--- src/rtl/i2c10_pkg.sv ---
package i2c10_pkg;
    localparam int BYTE_W = 8;
    localparam int CNT_W  = $clog2(BYTE_W + 1);

    typedef enum logic [2:0] {
        ST_IDLE, ST_RX, ST_ACK, ST_WAIT, ST_TX, ST_TXACK
    } st_e;

    // which address byte the receiver expects next
    typedef enum logic [1:0] { K_HI, K_LO, K_RHI } kind_e;

    // where the ACK slot leads
    typedef enum logic [1:0] { N_LO, N_WAIT, N_TX } nxt_e;

    typedef struct packed {
        logic sda;
        logic scl_rise;
        logic scl_fall;
        logic start;
        logic stop;
    } bus_ev_t;

    function automatic logic hdr_hit(logic [BYTE_W-1:0] b, logic [BYTE_W-1:0] a);
        return b[BYTE_W-1:1] == a[BYTE_W-1:1];
    endfunction
endpackage

--- src/rtl/i2c10_linesync.sv ---
module i2c10_linesync
    import i2c10_pkg::*;
#(
    parameter int STAGES = 2
) (
    input  logic    clk,
    input  logic    rst,
    input  logic    scl_i,
    input  logic    sda_i,
    output bus_ev_t ev
);
    logic [STAGES-1:0] scl_sh, sda_sh;
    logic              scl_d, sda_d;
    logic              scl_s, sda_s;

    always_ff @(posedge clk) begin
        if (rst) begin
            scl_sh <= '1;
            sda_sh <= '1;
            scl_d  <= 1'b1;
            sda_d  <= 1'b1;
        end else begin
            scl_sh <= {scl_sh[STAGES-2:0], scl_i};
            sda_sh <= {sda_sh[STAGES-2:0], sda_i};
            scl_d  <= scl_sh[STAGES-1];
            sda_d  <= sda_sh[STAGES-1];
        end
    end

    assign scl_s = scl_sh[STAGES-1];
    assign sda_s = sda_sh[STAGES-1];

    always_comb begin
        ev.sda      = sda_s;
        ev.scl_rise = scl_s & ~scl_d;
        ev.scl_fall = ~scl_s & scl_d;
        ev.start    = scl_s & scl_d & sda_d & ~sda_s;
        ev.stop     = scl_s & scl_d & ~sda_d & sda_s;
    end
endmodule

--- src/rtl/i2c10_engine.sv ---
module i2c10_engine
    import i2c10_pkg::*;
(
    input  logic              clk,
    input  logic              rst,
    input  bus_ev_t           ev,
    input  logic              addr_we,
    input  logic [BYTE_W-1:0] addr_wdata,
    input  logic              tx_we,
    input  logic [BYTE_W-1:0] tx_wdata,
    input  logic              rx_re,
    input  logic              rel_set,
    input  logic              irq_clr,
    output logic              sda_oe,
    output logic              scl_oe,
    output logic [BYTE_W-1:0] addr_q,
    output logic [BYTE_W-1:0] rx_data,
    output logic              buf_full,
    output logic              upd_addr,
    output logic              irq,
    output logic              clk_rel,
    output st_e               st_o
);
    st_e               st;
    kind_e             kind;
    nxt_e              nxt, nxt_c;
    logic [CNT_W-1:0]  bitcnt;
    logic [BYTE_W-1:0] sh;
    logic              addressed, m_ack, hit;

    always_comb begin
        hit   = 1'b0;
        nxt_c = N_LO;
        unique case (kind)
            K_HI:  begin hit = hdr_hit(sh, addr_q) & ~sh[0]; nxt_c = N_LO; end
            K_LO:  begin hit = (sh == addr_q);               nxt_c = N_WAIT; end
            K_RHI: begin hit = hdr_hit(sh, addr_q);          nxt_c = sh[0] ? N_TX : N_LO; end
            default: begin hit = 1'b0; nxt_c = N_LO; end
        endcase
    end

    always_ff @(posedge clk) begin
        if (rst) begin
            st <= ST_IDLE; kind <= K_HI; nxt <= N_LO; bitcnt <= '0; sh <= '0;
            addressed <= 1'b0; m_ack <= 1'b0; addr_q <= '0; rx_data <= '0;
            buf_full <= 1'b0; upd_addr <= 1'b0; irq <= 1'b0; clk_rel <= 1'b1;
        end else begin
            if (ev.stop) begin
                st <= ST_IDLE; addressed <= 1'b0; kind <= K_HI; upd_addr <= 1'b0;
            end else if (ev.start) begin
                st     <= ST_RX;
                bitcnt <= '0;
                kind   <= addressed ? K_RHI : K_HI;
            end else begin
                case (st)
                    ST_RX: begin
                        if (ev.scl_rise && bitcnt < CNT_W'(BYTE_W)) begin
                            sh     <= {sh[BYTE_W-2:0], ev.sda};
                            bitcnt <= bitcnt + 1'b1;
                        end else if (ev.scl_fall && bitcnt == CNT_W'(BYTE_W)) begin
                            if (hit) begin
                                st <= ST_ACK; nxt <= nxt_c; rx_data <= sh; buf_full <= 1'b1;
                            end else begin
                                st <= ST_IDLE; addressed <= 1'b0; kind <= K_HI;
                            end
                        end
                    end
                    ST_ACK: if (ev.scl_fall) begin
                        irq    <= 1'b1;
                        bitcnt <= '0;
                        case (nxt)
                            N_LO:   begin st <= ST_RX; kind <= K_LO; addressed <= 1'b0; upd_addr <= 1'b1; end
                            N_WAIT: begin st <= ST_WAIT; addressed <= 1'b1; upd_addr <= 1'b1; end
                            default: begin st <= ST_TX; clk_rel <= 1'b0; end
                        endcase
                    end
                    ST_TX: if (ev.scl_fall) begin
                        sh     <= {sh[BYTE_W-2:0], 1'b0};
                        bitcnt <= bitcnt + 1'b1;
                        if (bitcnt == CNT_W'(BYTE_W - 1)) begin
                            st <= ST_TXACK; buf_full <= 1'b0;
                        end
                    end
                    ST_TXACK: begin
                        if (ev.scl_rise) m_ack <= ~ev.sda;
                        if (ev.scl_fall) begin
                            irq <= 1'b1;
                            if (m_ack) begin
                                st <= ST_TX; bitcnt <= '0; clk_rel <= 1'b0;
                            end else begin
                                st <= ST_IDLE; addressed <= 1'b0; kind <= K_HI;
                            end
                        end
                    end
                    default: ;
                endcase
            end
            if (addr_we) begin
                addr_q   <= addr_wdata;
                upd_addr <= 1'b0;
            end
            if (rx_re) buf_full <= 1'b0;
            if (tx_we && st == ST_TX && bitcnt == '0) begin
                sh       <= tx_wdata;
                buf_full <= 1'b1;
            end
            if (irq_clr) irq <= 1'b0;
            if (rel_set) clk_rel <= 1'b1;
        end
    end

    assign sda_oe = (st == ST_ACK) || (st == ST_TX && !sh[BYTE_W-1]);
    assign scl_oe = (upd_addr && (st == ST_RX || st == ST_WAIT)) || (st == ST_TX && !clk_rel);
    assign st_o   = st;
endmodule

--- src/rtl/i2c10_slave.sv ---
module i2c10_slave
    import i2c10_pkg::*;
#(
    parameter int SYNC_STAGES = 2
) (
    input  logic              clk,
    input  logic              rst,
    input  logic              scl_i,
    input  logic              sda_i,
    output logic              scl_oe,
    output logic              sda_oe,
    input  logic              addr_we,
    input  logic [BYTE_W-1:0] addr_wdata,
    input  logic              tx_we,
    input  logic [BYTE_W-1:0] tx_wdata,
    input  logic              rx_re,
    input  logic              rel_set,
    input  logic              irq_clr,
    output logic [BYTE_W-1:0] addr_q,
    output logic [BYTE_W-1:0] rx_data,
    output logic              buf_full,
    output logic              upd_addr,
    output logic              irq,
    output logic              clk_rel
);
    bus_ev_t ev;
    st_e     st;
    logic    stop_ev;

    i2c10_linesync #(.STAGES(SYNC_STAGES)) u_sync (
        .clk(clk), .rst(rst), .scl_i(scl_i), .sda_i(sda_i), .ev(ev)
    );

    i2c10_engine u_eng (
        .clk(clk), .rst(rst), .ev(ev),
        .addr_we(addr_we), .addr_wdata(addr_wdata),
        .tx_we(tx_we), .tx_wdata(tx_wdata),
        .rx_re(rx_re), .rel_set(rel_set), .irq_clr(irq_clr),
        .sda_oe(sda_oe), .scl_oe(scl_oe), .addr_q(addr_q), .rx_data(rx_data),
        .buf_full(buf_full), .upd_addr(upd_addr), .irq(irq), .clk_rel(clk_rel),
        .st_o(st)
    );

    assign stop_ev = ev.stop;
endmodule

--- config.mk ---
export PLATFORM = sky130hd
export DESIGN_NAME = i2c10_slave
export DESIGN_NICKNAME = d
export VERILOG_FILES = /design/src/rtl/i2c10_pkg.sv /design/src/rtl/i2c10_linesync.sv /design/src/rtl/i2c10_engine.sv /design/src/rtl/i2c10_slave.sv
export SDC_FILE = /design/constraint.sdc
export NUM_CORES = 1
export LEC_CHECK = 0
export BUFFER_PORTS_ARGS = -buffer_cell sky130_fd_sc_hd__buf_2
export CAP_MARGIN = 10
export CELL_PAD_IN_SITES_DETAIL_PLACEMENT = 1
export CELL_PAD_IN_SITES_GLOBAL_PLACEMENT = 2
export CORE_MARGIN = 4
export CORE_UTILIZATION = 35
export DETAILED_ROUTE_END_ITERATION = 8
export HOLD_SLACK_MARGIN = 0.12
export PLACE_DENSITY_LB_ADDON = 0.1
export SYNTH_ARGS = -nofsm -noshare
export SYNTH_HDL_FRONTEND = slang
export SYNTH_HIERARCHICAL = 1
export SYNTH_SLANG_ARGS = --single-unit
--- constraint.sdc ---
create_clock -name clk -period 4 [get_ports clk]
set_clock_uncertainty 0.05 [all_clocks]
set_input_delay 0.8 -clock clk [delete_from_list [all_inputs] [get_ports clk]]
set_output_delay 0.8 -clock clk [all_outputs]
set_load 0.01 [all_outputs]
==> flow_summary.yaml, run 1 <==
sta:
  tightest_slew_ps: 817.0
  rsz0062_at_grt: "false"
  setup_viol: 0
  drv_slew: 0
  fin_setup_tns_ps: 0
  fin_crit_ps: 2958
  fmaxAchievable_ghz: 0.3381
  finalHoldViolCount: 0
  max_slew_margin_pct: 45.42
  period_share_pct: 73.95
synth:
  yosys_warnings: 6
  synthArstFlopShare_pct: 0
  postSynthAreaPerCell_sq_um: 9.045
  synth_top_cell_area_share_pct: 39.11
  synthTopCellsByArea: "dfxtp_1 39%, mux2i_1 11%, nor2_1 6.6%, ha_1 3.1%, a211oi_1 2.8%"
  ys_seq_area_share_pct: 39.11
  synth_seq_cells: 47
  synth_top_cell_by_area: "dfxtp_1"
  netlist_area_sq_mm: 0.002406
  synthFlopType: "dfxtp_1"
  synth_edf_count: 0
  syn_nets: 297
  yosysUniqueCellTypes: 51
  synth_cells: 266
min_path:
  hold_class: "reg2reg"
place:
  gp_congestion: 0.8242
  port_buffers: 46
  dpl.hpwl_mm: 4.685
  dp_cells: 377
detailed_routing:
  routed_wl_mm: 6.296
  via_count: 2060
  antenna_left: 0
  via_per_inst: 5.351
  route.detailed.drc: 0
  firstDrtPassIters: 4
  drtIter0Drc: 85
  wire_per_inst_um: 16.35
clocking:
  numClockSinks: 47
  post_cts.repair.setup_buffers: 0
  cts_buffers: 5
  cts_hold_buf: 0
  insertion_delay_ps: 290
  cts-root-buf: "clkbuf_8"
  cts.htree.levels: 2
  cts_buffer_depth: 2
  cts-resized-gates: 0
  cts_tree: "yes"
  cts.clk_slew.worst_paths_ps: 90
final_layout:
  num-fill-cells: 781
  area_growth_syn_to_layout_pct: 14.72
  final_util_pct: 42.50
  layout.nets: 338
  drive_above_1_share_pct: 21.10
  antennaDiodeCount: 0
  instances_no_fill: 385
grt:
  grt_pass1_vias: 2047
  gr-total-overflow: 0
  antenna_found_initial: 0
  grt_max_degree: 46
  grt_pass1_wl_mm: 10.57
  track_usage_pct: 15.62
pwr:
  vdd_drop_max_v: 0.0001437
  pwr_density_cell_mw_per_mm2: 309.3
  leakage_nw: 1.189
setup_path:
  slowest_stage: "dfxtp_1"
  cp-start-kind: "register"
  crit_path_max_incr_delay_ps: 580
  critPathKind: "reg2out"
  end_kind: "output pin"
  path_max_fanout: 11
  worstPathArrival_ps: 2110
  critPathRequiredTime_ps: 3150
  crit_path_cell_trace: "nor2b_1 -> nand2_1 -> o21ai_0 -> buf_2"
job:
  maxCapViolCount: 0
floorplanning:
  floorplan.initialDensity_pct: 37.04
  fp.dieH_um: 90.91
  rows: 29
  core-area_sq_mm: 0.006495
  ios: 47
  die_area_sq_mm: 0.008265
  die_x_um: 90.91
run_status:
  status: "complete, no violations"
==> logic make-up (layout without fill, tap and decap cells) <==
group	count (synthesis)	in the layout	share of synthesized area, %
compound gates	52	52	15.81
fa+ha+maj	6	6	3.120
mux	27	27	11.23
flops	47	47	39.11
simple gates	105	105	24.13
buf+inv	23	65	4.420
xor+xnor	6	6	2.184
==> worst paths after layout <==
path / cells past startpoint / start / end / slack [ps]
worst max-delay path: 4 / u_eng/st_o[2] / sda_oe / 1040
worst min-delay path: 1 / u_sync/sda_sh[0] / u_sync/sda_sh[1] / 360
worst max register to register: 6 / u_eng/st_o[2] / u_eng/sh[0] / 1410
worst min register to register: 1 / u_sync/sda_sh[0] / u_sync/sda_sh[1] / 360
==> cell usage after synthesis, types with 2 or more instances <==
| cell type | n |
|---|---|
| ha_1 | 6 |
| o21ai_1 | 4 |
| inv_1 | 10 |
| o21a_1 | 2 |
| nand4_1 | 3 |
| nor4_1 | 2 |
| a21oi_2 | 2 |
| dfxtp_1 | 47 |
| and4b_1 | 3 |
| nor3_1 | 5 |
| nor2_1 | 42 |
| or3_1 | 2 |
| or2_1 | 6 |
| o211ai_1 | 3 |
| nand3_1 | 8 |
| a21o_1 | 2 |
| nand2_1 | 9 |
| xor2_1 | 6 |
| a31oi_1 | 5 |
| a21oi_1 | 8 |
| a22oi_1 | 2 |
| o21ai_0 | 5 |
| buf_4 | 2 |
| mux2i_1 | 27 |
| nor2b_1 | 6 |
| clkbuf_1 | 6 |
| buf_2 | 4 |
| nand2b_1 | 7 |
| a211oi_1 | 9 |
| nor4bb_1 | 2 |
==> cells in the final DEF, fill, tap and decap left out, types with 2 or more instances in the layout <==
cell,instances
dfxtp_1,47
mux2i_1,27
nand2b_1,7
nor4bb_1,2
ha_1,6
nor3_1,5
xor2_1,6
a22oi_1,2
a31oi_1,5
nor2b_1,6
clkbuf_8,5
o21a_1,2
nand4_1,3
o21ai_0,5
buf_2,46
nor2_1,42
a21oi_1,8
nand3_1,8
nor4_1,2
nand2_1,9
a21o_1,2
o21ai_1,4
and4b_1,3
o211ai_1,3
a211oi_1,9
or2_1,6
a21oi_2,2
inv_1,10
or3_1,2
==> sequential cells by signal (all words and copies together) (netlist names), 2 cells and up <==
| register | cells |
|---|---|
| u_eng/addr_q | 8 |
| u_eng/rx_data | 8 |
| u_eng/sh | 8 |
| u_eng/bitcnt | 4 |
| u_eng/st_o | 3 |
| u_eng/kind | 2 |
| u_eng/nxt | 2 |
| u_sync/scl_sh | 2 |
| u_sync/sda_sh | 2 |
==> area by class of cell <==
type                    instances  area [sq um]  area share (%)
clock inverters                 2         16.27          0.5893
inverters                      10         37.54           1.360
flip-flops and latches         47         940.9           34.09
clock buffers                   6         72.57           2.629
well taps                      77         96.34           3.490
repair buffers                 47         237.7           8.613
multi-input cells             196          1359           49.23
==> metrics by stage <==
step	total power, mW	area [sq um]	setup slack [ps]	hold WS, ps
2_1_floorplan	0.5460	2406	2100	333.2
3_3_place_gp	0.5763	2671	1577	335.0
3_5_place_dp	0.5765	2671	1439	340.1
4_1_cts	0.8713	2760	1066	365.0
5_1_grt	0.9028	2760	856.5	384.1
6_report	0.8536	2760	1042	360.6
==> critical path, delay by kind of cell (launching register included) <==
| family | cells | cell delay, ps |
|---|---|---|
| simple gates | 2 | 830 |
| flops | 1 | 580 |
| compound gates | 1 | 240 |
| buf+inv | 1 | 160 |
==> layer usage <==
metal / part of all wire [%] / GRT usage (%)
met5: 0 / 0
met4: 0.51 / 3.015
met3: 4.3 / 3.083
met2: 45 / 23.78
met1: 50 / 23.00
==> report_power, final <==
group	leakage, nW	switching [mW]	total (mW)	internal, mW
clock	0.0418	0.164	0.290	0.126
combinational	0.766	0.0437	0.0768	0.0332
sequential	0.382	0.0102	0.487	0.477
Power figures use the tool's default switching activity.
==> inputs of run 2 (changes only) <==
CORE_UTILIZATION = 33   (was 35)
clock period = 2.95 ns   (was 4 ns; I/O delays follow)
==> flow_summary.yaml, run 2 (synthesis results as in run 1) <==
run_status:
  status: "complete, no violations"
clocking:
  cts_buffers: 5
  cts_hold_buf: 0
  insertion_delay_ps: 300
  post_cts.repair.setup_buffers: 0
  cts_tree: "yes"
  cts.htree.levels: 2
  cts-root-buf: "clkbuf_8"
  cts_buffer_depth: 2
  cts.clk_slew.worst_paths_ps: 90
  numClockSinks: 47
  cts-resized-gates: 0
place:
  port_buffers: 46
  gp_congestion: 0.7897
  dpl.hpwl_mm: 4.904
  place_ws_ps: 822.2
  dp_cells: 400
final_layout:
  drive_above_1_share_pct: 22.44
  regArea_sq_um: 940.9
  multi_input_area_sq_mm: 0.001359
  layout_common_cells: "47 x dfxtp_1, 46 x buf_2, 42 x nor2_1"
  top_regs: "u_eng/addr_q x8, u_eng/rx_data x8, u_eng/sh x8"
  final_common_cell: "dfxtp_1"
  antennaDiodeCount: 0
  num-fill-cells: 856
  area_growth_syn_to_layout_pct: 18.04
  layout.nets: 342
  instances_no_fill: 408
setup_path:
  worstPathArrival_ps: 1800
  end_kind: "output pin"
  path_max_fanout: 11
  cp-start-kind: "register"
  critPathKind: "reg2out"
  critPathRequiredTime_ps: 2310
grt:
  track_usage_pct: 15.29
  grt_pass1_vias: 2050
  antenna_found_initial: 0
  grt_pass1_wl_mm: 10.57
  gr-total-overflow: 0
  grt_max_degree: 36
job:
  maxCapViolCount: 0
sta:
  finalHoldViolCount: 0
  period_share_pct: 82.87
  drv_slew: 0
  fin_crit_ps: 2445
  setup_viol: 0
  max_slew_margin_pct: 71.54
  fmaxAchievable_ghz: 0.4091
  fin_setup_tns_ps: 0
  rsz0062_at_grt: "false"
  tightest_slew_ps: 426.3
  setup_ws_ps: 505.3
detailed_routing:
  via_count: 2053
  antenna_left: 0
  via_per_inst: 5.032
  drtIter0Drc: 45
  routed_wl_mm: 6.416
  firstDrtPassIters: 4
  wire_per_inst_um: 15.73
  route.detailed.drc: 0
min_path:
  hold_class: "reg2reg"
floorplanning:
  fp.dieH_um: 93.39
  floorplan.initialDensity_pct: 34.65
  rows: 30
  ios: 47
  die_area_sq_mm: 0.008721
  die_x_um: 93.39
  core-area_sq_mm: 0.006944
pwr:
  pwr_density_cell_mw_per_mm2: 441.0
  leakage_nw: 1.223
  vdd_drop_max_v: 0.0002023
==> run 2: changes by cell type in the layout (fill, tap and decap cells not counted) <==
cell | before | now
bufinv_16 | 0 | 1
buf_4 | 1 | 5
clkbuf_1 | 1 | 0
==> run 2: layout make-up <==
cell class,count,area share (%)
clock inverter,3,1.630
inverter,10,1.322
tap,96,4.229
multi-input combinational,196,47.84
sequential,47,33.13
clock buffer,5,2.423
timing repair buffer,51,9.427
==> run 2: layer usage <==
| metal | up-vias | part of all wire, % | track usage [%] |
|---|---|---|---|
| met5 | - | 0 | 0 |
| met4 | 0 | 0.45 | 2.930 |
| met3 | 2 | 3.1 | 3.298 |
| met2 | 29 | 46 | 23.88 |
| met1 | 989 | 51 | 21.72 |
| li1 | 1033 | - | - |
==> run 2: through the flow <==
step	area [sq um]	utilization [%]	power (mW)	hold slack, ps
global route	2840	40.90	1.313	383.4
floorplan	2406	-	0.7403	333.2
CTS	2840	40.90	1.280	366.4
global placement	2725	39.24	0.7828	339.5
finish	2840	40.90	1.252	362.5
detailed placement	2725	39.24	0.7845	343.0
==> run 2: path summary, 6_finish.rpt <==
| path | start | endpoint | slack, ps | depth (start not counted) |
|---|---|---|---|---|
| min reg2reg | u_sync/sda_sh[0] | u_sync/sda_sh[1] | 360 | 1 |
| min | u_sync/sda_sh[0] | u_sync/sda_sh[1] | 360 | 1 |
| max | u_eng/st_o[2] | scl_oe | 510 | 5 |
| max reg2reg | u_sync/sda_sh[1] | u_eng/rx_data[7] | 890 | 7 |
==> run 2: worst max-delay path: stages, from the launching register on <==
cell     delay, ps
dfxtp_1        590
nor2b_1        190
buf_4          160
nand2_1        200
o21ai_0        210
buf_2          160
==> run 2: power by group <==
group	total [mW]	switching (mW)	leakage (nW)	internal, mW
Sequential	0.660	0.0135	0.382	0.647
Clock	0.485	0.230	0.0548	0.256
Combinational	0.107	0.0603	0.787	0.0466
Total	1.25	0.303	1.22	0.949
==> inputs of run 3 (changes only) <==
clock period = 2.4 ns   (was 2.95 ns; I/O delays follow)
==> flow_summary.yaml, run 3 (synthesis results as in run 1) <==
run_status:
  status: "complete, no violations"
clocking:
  numClockSinks: 47
  cts_tree: "yes"
  cts_buffers: 5
  post_cts.repair.setup_buffers: 0
  cts.clk_slew.worst_paths_ps: 90
  cts_buffer_depth: 2
  insertion_delay_ps: 310
  cts-root-buf: "clkbuf_8"
  cts.htree.levels: 2
job:
  maxCapViolCount: 0
detailed_routing:
  via_count: 2051
  firstDrtPassIters: 4
  route.detailed.drc: 0
  drtIter0Drc: 63
  antenna_left: 0
  wire_per_inst_um: 16.17
  routed_wl_mm: 6.630
  via_per_inst: 5.002
sta:
  setup_ws_ps: 234.0
  period_share_pct: 90.25
  drv_slew: 0
  fin_setup_tns_ps: 0
  max_slew_margin_pct: 66.72
  rsz0062_at_grt: "false"
  tightest_slew_ps: 495.4
  fmaxAchievable_ghz: 0.4617
  fin_crit_ps: 2166
  finalHoldViolCount: 0
  setup_viol: 0
grt:
  grt_max_degree: 44
  grt_pass1_wl_mm: 11.09
  busiest_layer: "met1"
  gr-total-overflow: 0
  grt_pass1_vias: 2087
  use_met2_pct: 23.70
  use_met1_pct: 23.78
  antenna_found_initial: 0
  track_usage_pct: 16.29
  met3_usage_pct: 3.701
final_layout:
  layout.nets: 344
  drive_above_1_share_pct: 23.25
  area_growth_syn_to_layout_pct: 19.66
  top_regs: "u_eng/addr_q x8, u_eng/rx_data x8, u_eng/sh x8"
  antennaDiodeCount: 0
  final_common_cell: "dfxtp_1"
  layout_common_cells: "47 x dfxtp_1, 46 x buf_2, 42 x nor2_1"
floorplanning:
  floorplan.initialDensity_pct: 34.65
  die_x_um: 93.39
  core-area_sq_mm: 0.006944
  fp.dieH_um: 93.39
  rows: 30
  ios: 47
  die_area_sq_mm: 0.008721
pwr:
  leakage_nw: 1.243
  pwr_density_cell_mw_per_mm2: 572.6
  pwr-share-comb_pct: 8.3
  vdd_drop_max_v: 0.0002478
  internal-power_mw: 1.269
  p_sw_share_pct: 23.02
  switching_power_mw: 0.3796
  clkPwrFrac_pct: 42.6
  seq_power_share_pct: 49.1
setup_path:
  path_buf_inv: 2
  crit_path_max_incr_delay_ps: 530
  end_kind: "output pin"
  worstPathArrival_ps: 1640
  path_max_fanout: 8
  critPathKind: "reg2out"
  critPathRequiredTime_ps: 1870
  cp-start-kind: "register"
  reg2reg_depth: 7
  crit_path_cell_trace: "inv_1 -> or3_1 -> o21ai_0 -> buf_2"
  cp.depth: 4
  cp_top_family: "flip-flops"
  slowest_stage: "dfxtp_1"
place:
  gp_congestion: 0.7989
  place_ws_ps: 299.2
  dpl.hpwl_mm: 4.927
  port_buffers: 46
min_path:
  hold_class: "in2reg"
  hold_depth: 2
-- run 3: cell types whose count changed in the layout (fill, tap and decap cells not counted), sizes merged --
cell | previous run | this run
buf | 51 | 53
bufinv | 1 | 2
inv | 11 | 10
-- run 3: final timing paths --
path / endpoint / start / slack (ps)
max reg2reg: u_eng/rx_data[6] / u_sync/sda_sh[1] / 290
min reg2reg: u_sync/sda_sh[1] / u_sync/sda_sh[0] / 370
max: sda_oe / u_eng/st_o[1] / 230
min: u_eng/irq / irq_clr / 270
-- run 3: metal layers --
layer | share of wire (%) | up-vias
li1 | - | 1035
met1 | 52 | 974
met2 | 43 | 36
met3 | 4.2 | 6
met4 | 0.87 | 0
met5 | 0 | -
-- run 3: repair_timing --
action	CTS	global route
hold buffers	0	0
gates resized for setup	0	1
endpoints found under the hold margin	0	0
endpoints found under the setup margin	0	2
-- run 3: power by group through the flow --
stage	registers (mW)	clock network (mW)	logic, mW
finish	0.810	0.702	0.136
floorplan	0.829	0	0.0811
global placement	0.828	0	0.136
CTS	0.811	0.728	0.139
detailed placement	0.829	0	0.138
global route	0.814	0.762	0.152
-- run 3: area by class of cell --
class                      instances  area [sq um]
tap                               96         120.1
sequential                        47         940.9
timing repair buffer              53         282.8
multi-input combinational        196          1361
clock inverter                     3         67.56
inverter                          10         37.54
clock buffer                       5         68.82
fill                             825          4065
-- run 3: metrics by stage --
step,hold WS (ps),std cells,total power [mW],cell area (sq um),utilization [%]
final,266.7,410,1.649,2879,41.46
after global routing,264.9,410,1.729,2879,41.46
after floorplan,333.2,266,0.9100,2406,-
after CTS,256.0,410,1.677,2877,41.42
after detailed placement,351.1,402,0.9671,2740,39.46
after global placement,340.7,402,0.9643,2740,39.46
